$ cat src/rtl/io_ctrl_pkg.sv
package io_ctrl_pkg;

    typedef enum logic [1:0] {
        ST_IDLE = 2'd0,
        ST_SEND = 2'd1,
        ST_WORK = 2'd2,
        ST_DONE = 2'd3
    } ctrl_state_t;

    // register offsets from the window base
    localparam int OFF_CMD   = 0;
    localparam int OFF_STS   = 1;
    localparam int OFF_DATA0 = 2;

    // status word bit positions
    localparam int STS_BUSY   = 0;
    localparam int STS_DONE   = 1;
    localparam int STS_ERR_LO = 2;
    localparam int STS_IRQ    = 4;

    localparam int CMD_WRITE = 1;

    localparam logic [1:0] ERR_NONE   = 2'd0;
    localparam logic [1:0] ERR_BUSY   = 2'd1;
    localparam logic [1:0] ERR_OPCODE = 2'd2;

endpackage

$ cat src/rtl/io_addr_decode.sv
module io_addr_decode #(
    parameter int                ADDR_W   = 16,
    parameter logic [ADDR_W-1:0] BASE     = 'h0300,
    parameter int                NUM_REGS = 6
) (
    input  logic [ADDR_W-1:0]   addr,
    output logic [NUM_REGS-1:0] sel
);
    logic [ADDR_W-1:0] offset;
    logic              in_window;

    assign offset    = addr - BASE;
    assign in_window = (addr >= BASE) && (offset < ADDR_W'(NUM_REGS));

    for (genvar i = 0; i < NUM_REGS; i++) begin : g_sel
        assign sel[i] = in_window && (offset == ADDR_W'(i));
    end
endmodule

$ cat src/rtl/io_lat_timer.sv
module io_lat_timer #(
    parameter int LATENCY = 20
) (
    input  logic clk,
    input  logic rst_n,
    input  logic start,
    output logic expired
);
    localparam int CNT_W = (LATENCY > 1) ? $clog2(LATENCY) : 1;

    logic [CNT_W-1:0] cnt_q;
    logic             active_q;

    assign expired = active_q && (cnt_q == '0);

    always_ff @(posedge clk or negedge rst_n) begin
        if (!rst_n) begin
            active_q <= 1'b0;
            cnt_q    <= '0;
        end else if (start) begin
            active_q <= 1'b1;
            cnt_q    <= CNT_W'(LATENCY - 1);
        end else if (active_q) begin
            if (cnt_q == '0) active_q <= 1'b0;
            else             cnt_q    <= cnt_q - 1'b1;
        end
    end
endmodule

$ cat src/rtl/io_ctrl_fsm.sv
module io_ctrl_fsm
    import io_ctrl_pkg::*;
(
    input  logic        clk,
    input  logic        rst_n,
    input  logic        cmd_wr,
    input  logic        cmd_is_write,
    input  logic        ack,
    input  logic        dev_ready,
    input  logic        tmr_expired,
    output ctrl_state_t state_q,
    output logic [1:0]  err_q,
    output logic        irq_q,
    output logic        dev_valid,
    output logic        tmr_start,
    output logic        cap_en
);
    ctrl_state_t state_d;

    always_comb begin
        state_d = state_q;
        unique case (state_q)
            ST_IDLE: if (cmd_wr && cmd_is_write) state_d = ST_SEND;
            ST_SEND: if (dev_ready)              state_d = ST_WORK;
            ST_WORK: if (tmr_expired)            state_d = ST_DONE;
            ST_DONE: if (ack)                    state_d = ST_IDLE;
            default:                             state_d = ST_IDLE;
        endcase
    end

    // state register with the error and interrupt flags it governs
    always_ff @(posedge clk or negedge rst_n) begin
        if (!rst_n) begin
            state_q <= ST_IDLE;
            err_q   <= ERR_NONE;
            irq_q   <= 1'b0;
        end else begin
            state_q <= state_d;
            if (cmd_wr) begin
                if (state_q != ST_IDLE) err_q <= ERR_BUSY;
                else if (!cmd_is_write) err_q <= ERR_OPCODE;
                else                    err_q <= ERR_NONE;
            end
            if (state_q == ST_WORK && tmr_expired) irq_q <= 1'b1;
            else if (state_q == ST_DONE && ack)    irq_q <= 1'b0;
        end
    end

    always_comb begin
        dev_valid = 1'b0;
        tmr_start = 1'b0;
        cap_en    = 1'b0;
        unique case (state_q)
            ST_IDLE: cap_en = cmd_wr && cmd_is_write;
            ST_SEND: begin
                dev_valid = 1'b1;
                tmr_start = dev_ready;
            end
            ST_WORK, ST_DONE: ;
            default: ;
        endcase
    end
endmodule

$ cat src/rtl/io_dev_ctrl.sv
module io_dev_ctrl
    import io_ctrl_pkg::*;
#(
    parameter int                ADDR_W   = 16,
    parameter int                DATA_W   = 16,
    parameter logic [ADDR_W-1:0] BASE     = 'h0300,
    parameter int                NUM_DATA = 4,
    parameter int                LATENCY  = 20
) (
    input  logic              clk,
    input  logic              rst_n,
    input  logic [ADDR_W-1:0] bus_addr,
    input  logic              bus_wr,
    input  logic [DATA_W-1:0] bus_wdata,
    output logic [DATA_W-1:0] bus_rdata,
    output logic              dev_valid,
    output logic [DATA_W-1:0] dev_data,
    input  logic              dev_ready,
    output logic              irq
);
    localparam int NUM_REGS = OFF_DATA0 + NUM_DATA;

    logic [NUM_REGS-1:0] sel;
    logic [DATA_W-1:0]   data_q [NUM_DATA];
    logic [DATA_W-1:0]   xfer_q;
    ctrl_state_t         state_q;
    logic [1:0]          err_q;
    logic                cmd_wr, ack, tmr_start, tmr_expired, cap_en;
    logic                sts_busy, sts_done;
    logic [DATA_W-1:0]   status;

    io_addr_decode #(.ADDR_W(ADDR_W), .BASE(BASE), .NUM_REGS(NUM_REGS)) u_dec (
        .addr (bus_addr),
        .sel  (sel)
    );

    assign cmd_wr = bus_wr && sel[OFF_CMD];
    assign ack    = bus_wr && sel[OFF_STS] && bus_wdata[STS_DONE];

    io_ctrl_fsm u_fsm (
        .clk          (clk),
        .rst_n        (rst_n),
        .cmd_wr       (cmd_wr),
        .cmd_is_write (bus_wdata == DATA_W'(CMD_WRITE)),
        .ack          (ack),
        .dev_ready    (dev_ready),
        .tmr_expired  (tmr_expired),
        .state_q      (state_q),
        .err_q        (err_q),
        .irq_q        (irq),
        .dev_valid    (dev_valid),
        .tmr_start    (tmr_start),
        .cap_en       (cap_en)
    );

    io_lat_timer #(.LATENCY(LATENCY)) u_tmr (
        .clk     (clk),
        .rst_n   (rst_n),
        .start   (tmr_start),
        .expired (tmr_expired)
    );

    for (genvar i = 0; i < NUM_DATA; i++) begin : g_data
        always_ff @(posedge clk or negedge rst_n) begin
            if (!rst_n)                             data_q[i] <= '0;
            else if (bus_wr && sel[OFF_DATA0 + i])  data_q[i] <= bus_wdata;
        end
    end

    // word handed to the device is frozen when the command is accepted
    always_ff @(posedge clk or negedge rst_n) begin
        if (!rst_n)      xfer_q <= '0;
        else if (cap_en) xfer_q <= data_q[0];
    end
    assign dev_data = xfer_q;

    assign sts_busy = (state_q == ST_SEND) || (state_q == ST_WORK);
    assign sts_done = (state_q == ST_DONE);

    always_comb begin
        status                          = '0;
        status[STS_BUSY]                = sts_busy;
        status[STS_DONE]                = sts_done;
        status[STS_ERR_LO +: 2]         = err_q;
        status[STS_IRQ]                 = irq;
    end

    always_comb begin
        bus_rdata = '0;
        if (sel[OFF_STS]) bus_rdata = status;
        for (int i = 0; i < NUM_DATA; i++) begin
            if (sel[OFF_DATA0 + i]) bus_rdata = data_q[i];
        end
    end
endmodule

$ cat config.mk
export PLATFORM = sky130hd
export DESIGN_NAME = io_dev_ctrl
export DESIGN_NICKNAME = d
export VERILOG_FILES = /design/src/rtl/io_ctrl_pkg.sv /design/src/rtl/io_addr_decode.sv /design/src/rtl/io_lat_timer.sv /design/src/rtl/io_ctrl_fsm.sv /design/src/rtl/io_dev_ctrl.sv
export SDC_FILE = /design/constraint.sdc
export NUM_CORES = 1
export LEC_CHECK = 0
export ABC_AREA = 1
export BUFFER_PORTS_ARGS = -buffer_cell sky130_fd_sc_hd__buf_4
export CAP_MARGIN = 20
export CORE_AREA = 3 3 91 93
export CTS_CLUSTER_DIAMETER = 60
export DETAILED_ROUTE_END_ITERATION = 10
export DIE_AREA = 0 0 94 96
export PLACE_DENSITY = 0.8
export SKIP_CTS_REPAIR_TIMING = 1
export SLEW_MARGIN = 30
export SYNTH_ARGS = -nofsm -noshare
export SYNTH_HDL_FRONTEND = slang
export SYNTH_HIERARCHICAL = 1
export SYNTH_SLANG_ARGS = --single-unit
$ cat constraint.sdc
create_clock -name clk -period 3.5 [get_ports clk]
set_input_delay 0.35 -clock clk [delete_from_list [all_inputs] [get_ports clk]]
set_output_delay 0.35 -clock clk [all_outputs]
set_load 0.02 [all_outputs]
== Yosys cells after proc, flatten, opt, wreduce, memory -nomap -nowiden ==
Cells that the tools add are included.
Word-level totals
  register bits: 91
  latch bits: 0
  RAM bits: 0
  memory bits (read-only): 0
  input port bits: 36
  output and inout bits: 34
  word-level logic and storage cells: 78
  memories kept: 0
Operators by class
  add/subtract/negate cells: 2
  multiply operators: 0
  div/mod/pow operators: 0
  $lt $le $gt $ge: 2
  eq/ne operators: 14
  shifts and indexed selects: 0
  multiplexer cells: 23
  bitwise logic cells: 0
  reduce and logical (&&, ||, !) cells: 27
Operator list (count)
  $mux W16: 4
  $eq A16 B1 Y1 const B: 2
  $eq A16 B2 Y1 const B: 2
  $eq A16 B3 Y1 const B: 2
  $mux W5: 4
  $logic_and A1 B1 Y1: 18
  $ge A16 B10 Y1 const B: 1
  $logic_not A16 Y1: 1
  $lt A16 B3 Y1 const B: 1
  $sub A16 B10 Y16 const B: 1
  $mux W2: 6
  $mux W1: 8
  $pmux W2 S4: 1
  $ne A2 B1 Y1 const B: 3
  $reduce_bool A2 Y1: 3
  $logic_not A5 Y1: 1
  $sub A5 B1 Y5 const B: 1
  $eq A2 B2 Y1 const B: 2
  $ne A2 B2 Y1 const B: 2
  $reduce_and A4 Y1: 1
  $eq A2 B1 Y1 const B: 1
  $logic_not A2 Y1: 1
  $reduce_and A2 Y1: 1
  $logic_or A1 B1 Y1: 1

== Depth between registers and ports, before layout ==
  depth in word-level cells: 9
  depth in mapped cells: 14
  depth with buffers taken out: 14

== Cells and area by module ==
Netlist, hierarchy kept.
By module, submodules not included
  io_dev_ctrl: instances 1, cells an instance 434, area each 3616.0 um^2, sequential area each 2001.9 um^2
  io_ctrl_fsm: instances 1, cells an instance 42, area each 331.6 um^2, sequential area each 125.1 um^2
  io_lat_timer: instances 1, cells an instance 41, area each 325.3 um^2, sequential area each 150.1 um^2
  io_addr_decode: instances 1, cells an instance 36, area each 180.2 um^2, sequential area each 0.0 um^2

== Least setup slack after synthesis ==
Ideal clock, no wire load.
  path type: in2reg
  start point: input port bus_addr[5]
  end point: register xfer_q[10] (netlist: dev_data[10])
  library setup time: 0.125 ns
  data arrival time: 1.752 ns
  data required time: 3.375 ns
  path slack: 1.623 ns
  cell stages on the path: 12
  path buffers: 2
  cells stage by stage: nor2_4 -> nand2_2 -> nor2_4 -> nand3_2 -> nor2_1 -> nand2_1 -> inv_1 -> nand2_1 -> nor2_1 -> buf_2 -> buf_4 -> mux2_2
On the way
  cells in the longest elaborated chain, start to end: 7
  elaborated cells between the ends (all ways): 9
  classes of those cells: 1 x add/sub; 2 x order compare; 1 x mux; 5 x reduce/logical
RTL lines
  start, declared: line io_dev_ctrl.sv:12  | input logic [ADDR_W-1:0] bus_addr,
  $sub A16 B10 Y16: line io_addr_decode.sv:12  | assign offset = addr - BASE;
  $lt A16 B3 Y1: line io_addr_decode.sv:13  | assign in_window = (addr >= BASE) && (offset < ADDR_W'(NUM_REGS));
  $logic_and A1 B1 Y1: line io_addr_decode.sv:13
  $logic_and A1 B1 Y1 *: line io_addr_decode.sv:16  | assign sel[i] = in_window && (offset == ADDR_W'(i));
  via sel[0]: line io_dev_ctrl.sv:23  | logic [NUM_REGS-1:0] sel;
  $logic_and A1 B1 Y1 *: line io_dev_ctrl.sv:37  | assign cmd_wr = bus_wr && sel[OFF_CMD];
  via cmd_wr: line io_dev_ctrl.sv:28  | logic cmd_wr, ack, tmr_start, tmr_expired, cap_en;
  $logic_and A1 B1 Y1 *: line io_ctrl_fsm.sv:54  | ST_IDLE: cap_en = cmd_wr && cmd_is_write;
  $mux W1 *: line io_ctrl_fsm.sv:53  | unique case (state_q)
  via cap_en: line io_dev_ctrl.sv:28
  end signal, assigned: line io_dev_ctrl.sv:73  | else if (cap_en) xfer_q <= data_q[0];
  end, declared: line io_dev_ctrl.sv:25  | logic [DATA_W-1:0] xfer_q;
The timed path passes the listed nets; every way through them passes the cells marked *.
A chain may end at the register's enable or synchronous reset.

== Final worst setup path ==
  start point: input port bus_addr[5]
  end point: output port bus_rdata[5]
On the way
  cells in the longest elaborated chain, start to end: 8
  elaborated cells between the ends (all ways): 16
  classes of those cells: 1 x add/sub; 2 x order compare; 4 x eq/ne; 4 x mux; 5 x reduce/logical
RTL lines
  $sub A16 B10 Y16: line io_addr_decode.sv:12
  $lt A16 B3 Y1: line io_addr_decode.sv:13
  $logic_and A1 B1 Y1: line io_addr_decode.sv:13
  $logic_and A1 B1 Y1 *: line io_addr_decode.sv:16
  via sel[2]: line io_dev_ctrl.sv:23
  $mux W16 * (4 in a row): line io_dev_ctrl.sv:92  | if (sel[OFF_DATA0 + i]) bus_rdata = data_q[i];
  end, declared: line io_dev_ctrl.sv:15  | output logic [DATA_W-1:0] bus_rdata,
Marked as above.

==> key figures <==
Logic synthesis
  • Synth warnings: 6
  • Number of synthesized flops with an enable pin: 0
  • Area leader, netlist: dfrtp_1
  • Syn Inst Count: about 550
  • Sequential element share of the synthesized area: 0.5114
  • Top_reg_cell synth: dfrtp_1
  • FFs w/ async S/R, synth: 1.000
  • Library cells used by synthesis: 27
  • Top post-synthesis cells by area: dfrtp_1 51%, nand2_1 16%, o21ai_1 5.4%
  • Synth cell count leaders: 185 x nand2_1, 91 x dfrtp_1, 57 x nor2_1
  • Syn Std Cell Area: 4453 um2
  • Synth Register Bits: a little over 90
  • Most common cell in the netlist: nand2_1
  • Synth Area per Inst: 8.052 um2
  • Mapped Nets: a little under 600
  • Post-synth top area share: 0.5114

Route
  • TritonRoute pass-1 iters: 5
  • Drt drc: 0
  • DR vias: 3816
  • DR WL/cell: around 14 um
  • Antenna Violating Nets Remaining: 0
  • Wirelength, routed: between 10000 and 15000 um
  • DRT iter0 DRCs: 355
  • Vias per cell: between 5 and 6

STA
  • Least-Margin Pin Slew: 929.2 ps
  • Fin crit share: 0.7844
  • Tmin final: ~2700 ps
  • # setup viols final: 0
  • Final TNS setup: 0 ps
  • Slew headroom: 0.3782
  • Clock skew: 11.77 ps
  • Final Hold Fails: 0
  • F_max: ~0.36 GHz
  • Final number of max-transition violations: 0
  • Hold_ws: ~300 ps
  • RSZ-0062 raised after global routing: no

Floorplan
  • Initial Util: 0.5854
  • Num ports: 70
  • Die area: approximately 9000 um2
  • Die X-Extent: roughly 94 um
  • Core area: approximately 7600 um2
  • Rows: 32
  • Vert. Die Dim: roughly 96 um

Power
  • LEAKAGE: approximately 0.0028 uW
  • Power Density: 437.1 nW/um2
  • Max VDD drop: 0.4606 mV

Min path
  • Worst hold stages: 3
  • Hold Path Sink: data_q[58]
  • Worst Hold Class: in2reg
  • Hold path start: bus_wdata[10]

Place
  • Port bufs: roughly 70
  • Final HPWL DP: ~7300 um
  • Placer Congestion: approximately 0.87

Global routing
  • Vias in the first global route: 3600
  • Pin count of the biggest net entering global routing: 41
  • Initial antenna violation count: 0
  • GRT Overall Usage: 0.2472
  • First-pass GRT wire length: around 17000 um
  • GRT overflow: 0

Clock network
  • H-tree Lvls: 3
  • CTS root buffer: clkbuf_8
  • Clock sinks: a little over 90
  • TritonCTS Buffers: 9
  • CTS max path bufs: 2
  • Clk_lat worst skew: 370 ps
  • CTS tree: built
  • Clk slew on worst S/H paths: roughly 100 ps

Finish
  • Post-layout util: 0.6911
  • Layout area overhead: 18.07%
  • Layout cells sized above 1: 0.2083
  • Diode count: 0
  • Layout net count: 662

Setup path
  • R2R cell count: 6
  • CP Capture Type: primary output
  • Worst-path fanout max: 11
  • CP Launch Type: input port
  • R2r endpoint: dev_data[15]
  • Setup CP Type: in2out
  • R2r setup slk: between 1500 and 2000 ps
  • RR Startpoint: u_fsm/state_q[0]
  • Data required, critical path: ~3200 ps
  • Data arrival, critical path: approximately 2400 ps

Run
  • MaxCap Viol Count: 0

Outcome
  • Status: finished, final reports clean
[worst max-delay path, cell delays in order]
cell and delay [ps]:
buf_4 120, nor2_4 130, nand2_2 80, nor2_4 90, nand3_2 100, nor2_1 110
buf_4 160, inv_1 50, nor2_1 700, nand2_1 150, nand2_1 110, nand2_1 50
nand2_1 50, buf_4 130
[worst max path at each step]
stage | startpoint | end | slack [ps] | cells after the start
final | bus_addr[5] | bus_rdata[5] | 750 | 14
after global routing | bus_addr[5] | bus_rdata[8] | 530 | 14
after CTS | bus_addr[5] | bus_rdata[10] | 800 | 14
after detailed placement | bus_addr[6] | bus_rdata[10] | 810 | 14
after global placement | bus_addr[5] | bus_rdata[8] | 890 | 14
after floorplan | bus_addr[5] | dev_data[10] | 1620 | 12
[flip-flops by register name, summed over array words and instances (netlist names)]
name,cells
u_fsm/state_q,2
dev_data,16
u_tmr/active_q,1
data_q,64
u_fsm/err_q,2
u_tmr/cnt_q,5
u_fsm/irq_q,1
[kinds of logic after synthesis]
kind of cell,count (synthesis),share of synthesized area
AOI/OAI and AO/OA,88,0.1009
xor gates and xnor gates,1,0.001967
and+or+nand+nor,277,0.2554
muxes,16,0.04046
DFF,91,0.5114
buffers and inverters,73,0.07024
adders and majority gates,7,0.01967
[layout make-up]
class,count,area [um2]
inverters,48,180.2
fillers,643,2350
well taps,102,127.6
multi-input cells,389,1868
flip-flops and latches,91,2277
clock inverters,5,60.06
clock buffers,11,141.4
repair buffers,80,603.1
[cells in the final DEF, fill, tap and decap left out, drive strengths merged]
cell and instances:
nand2 190, dfrtp 91, buf 79, o21ai 68, nor2 63, inv 49
a21oi 16, mux2 16, nand3 16, clkbuf 11, ha 7, nor3 5
o21bai 2, clkinv 2, nand4 2, clkinvlp 1, bufinv 1, dlygate4sd3 1
o21a 1, o22ai 1, or2 1, xor2 1
[report_power, final]
group	leakage (uW)	switching, uW	internal, uW
combinational	0.00145	260	165
sequential	0.00124	40.1	1100
clock	0.0000999	380	353
[routing by layer]
metal / vias up / wire length [um] / track usage
met5: - / 0 / 0
met4: 0 / 131 / 0.06980
met3: 14 / 651 / 0.03987
met2: 135 / 4965 / 0.3921
met1: 1795 / 4641 / 0.3550
li1: 1872 / - / -
[through the flow]
stage	worst slack (ps)	power (uW)	instance area, um2	cells
6_report	754.6	2298	5258	726
5_1_grt	531.6	2421	5258	726
4_1_cts	804.7	2309	5248	725
3_5_place_dp	813.7	1589	5046	709
3_3_place_gp	886.3	1560	5044	709
2_1_floorplan	1623	1448	4453	553
(Power assumes the default switching activity.)
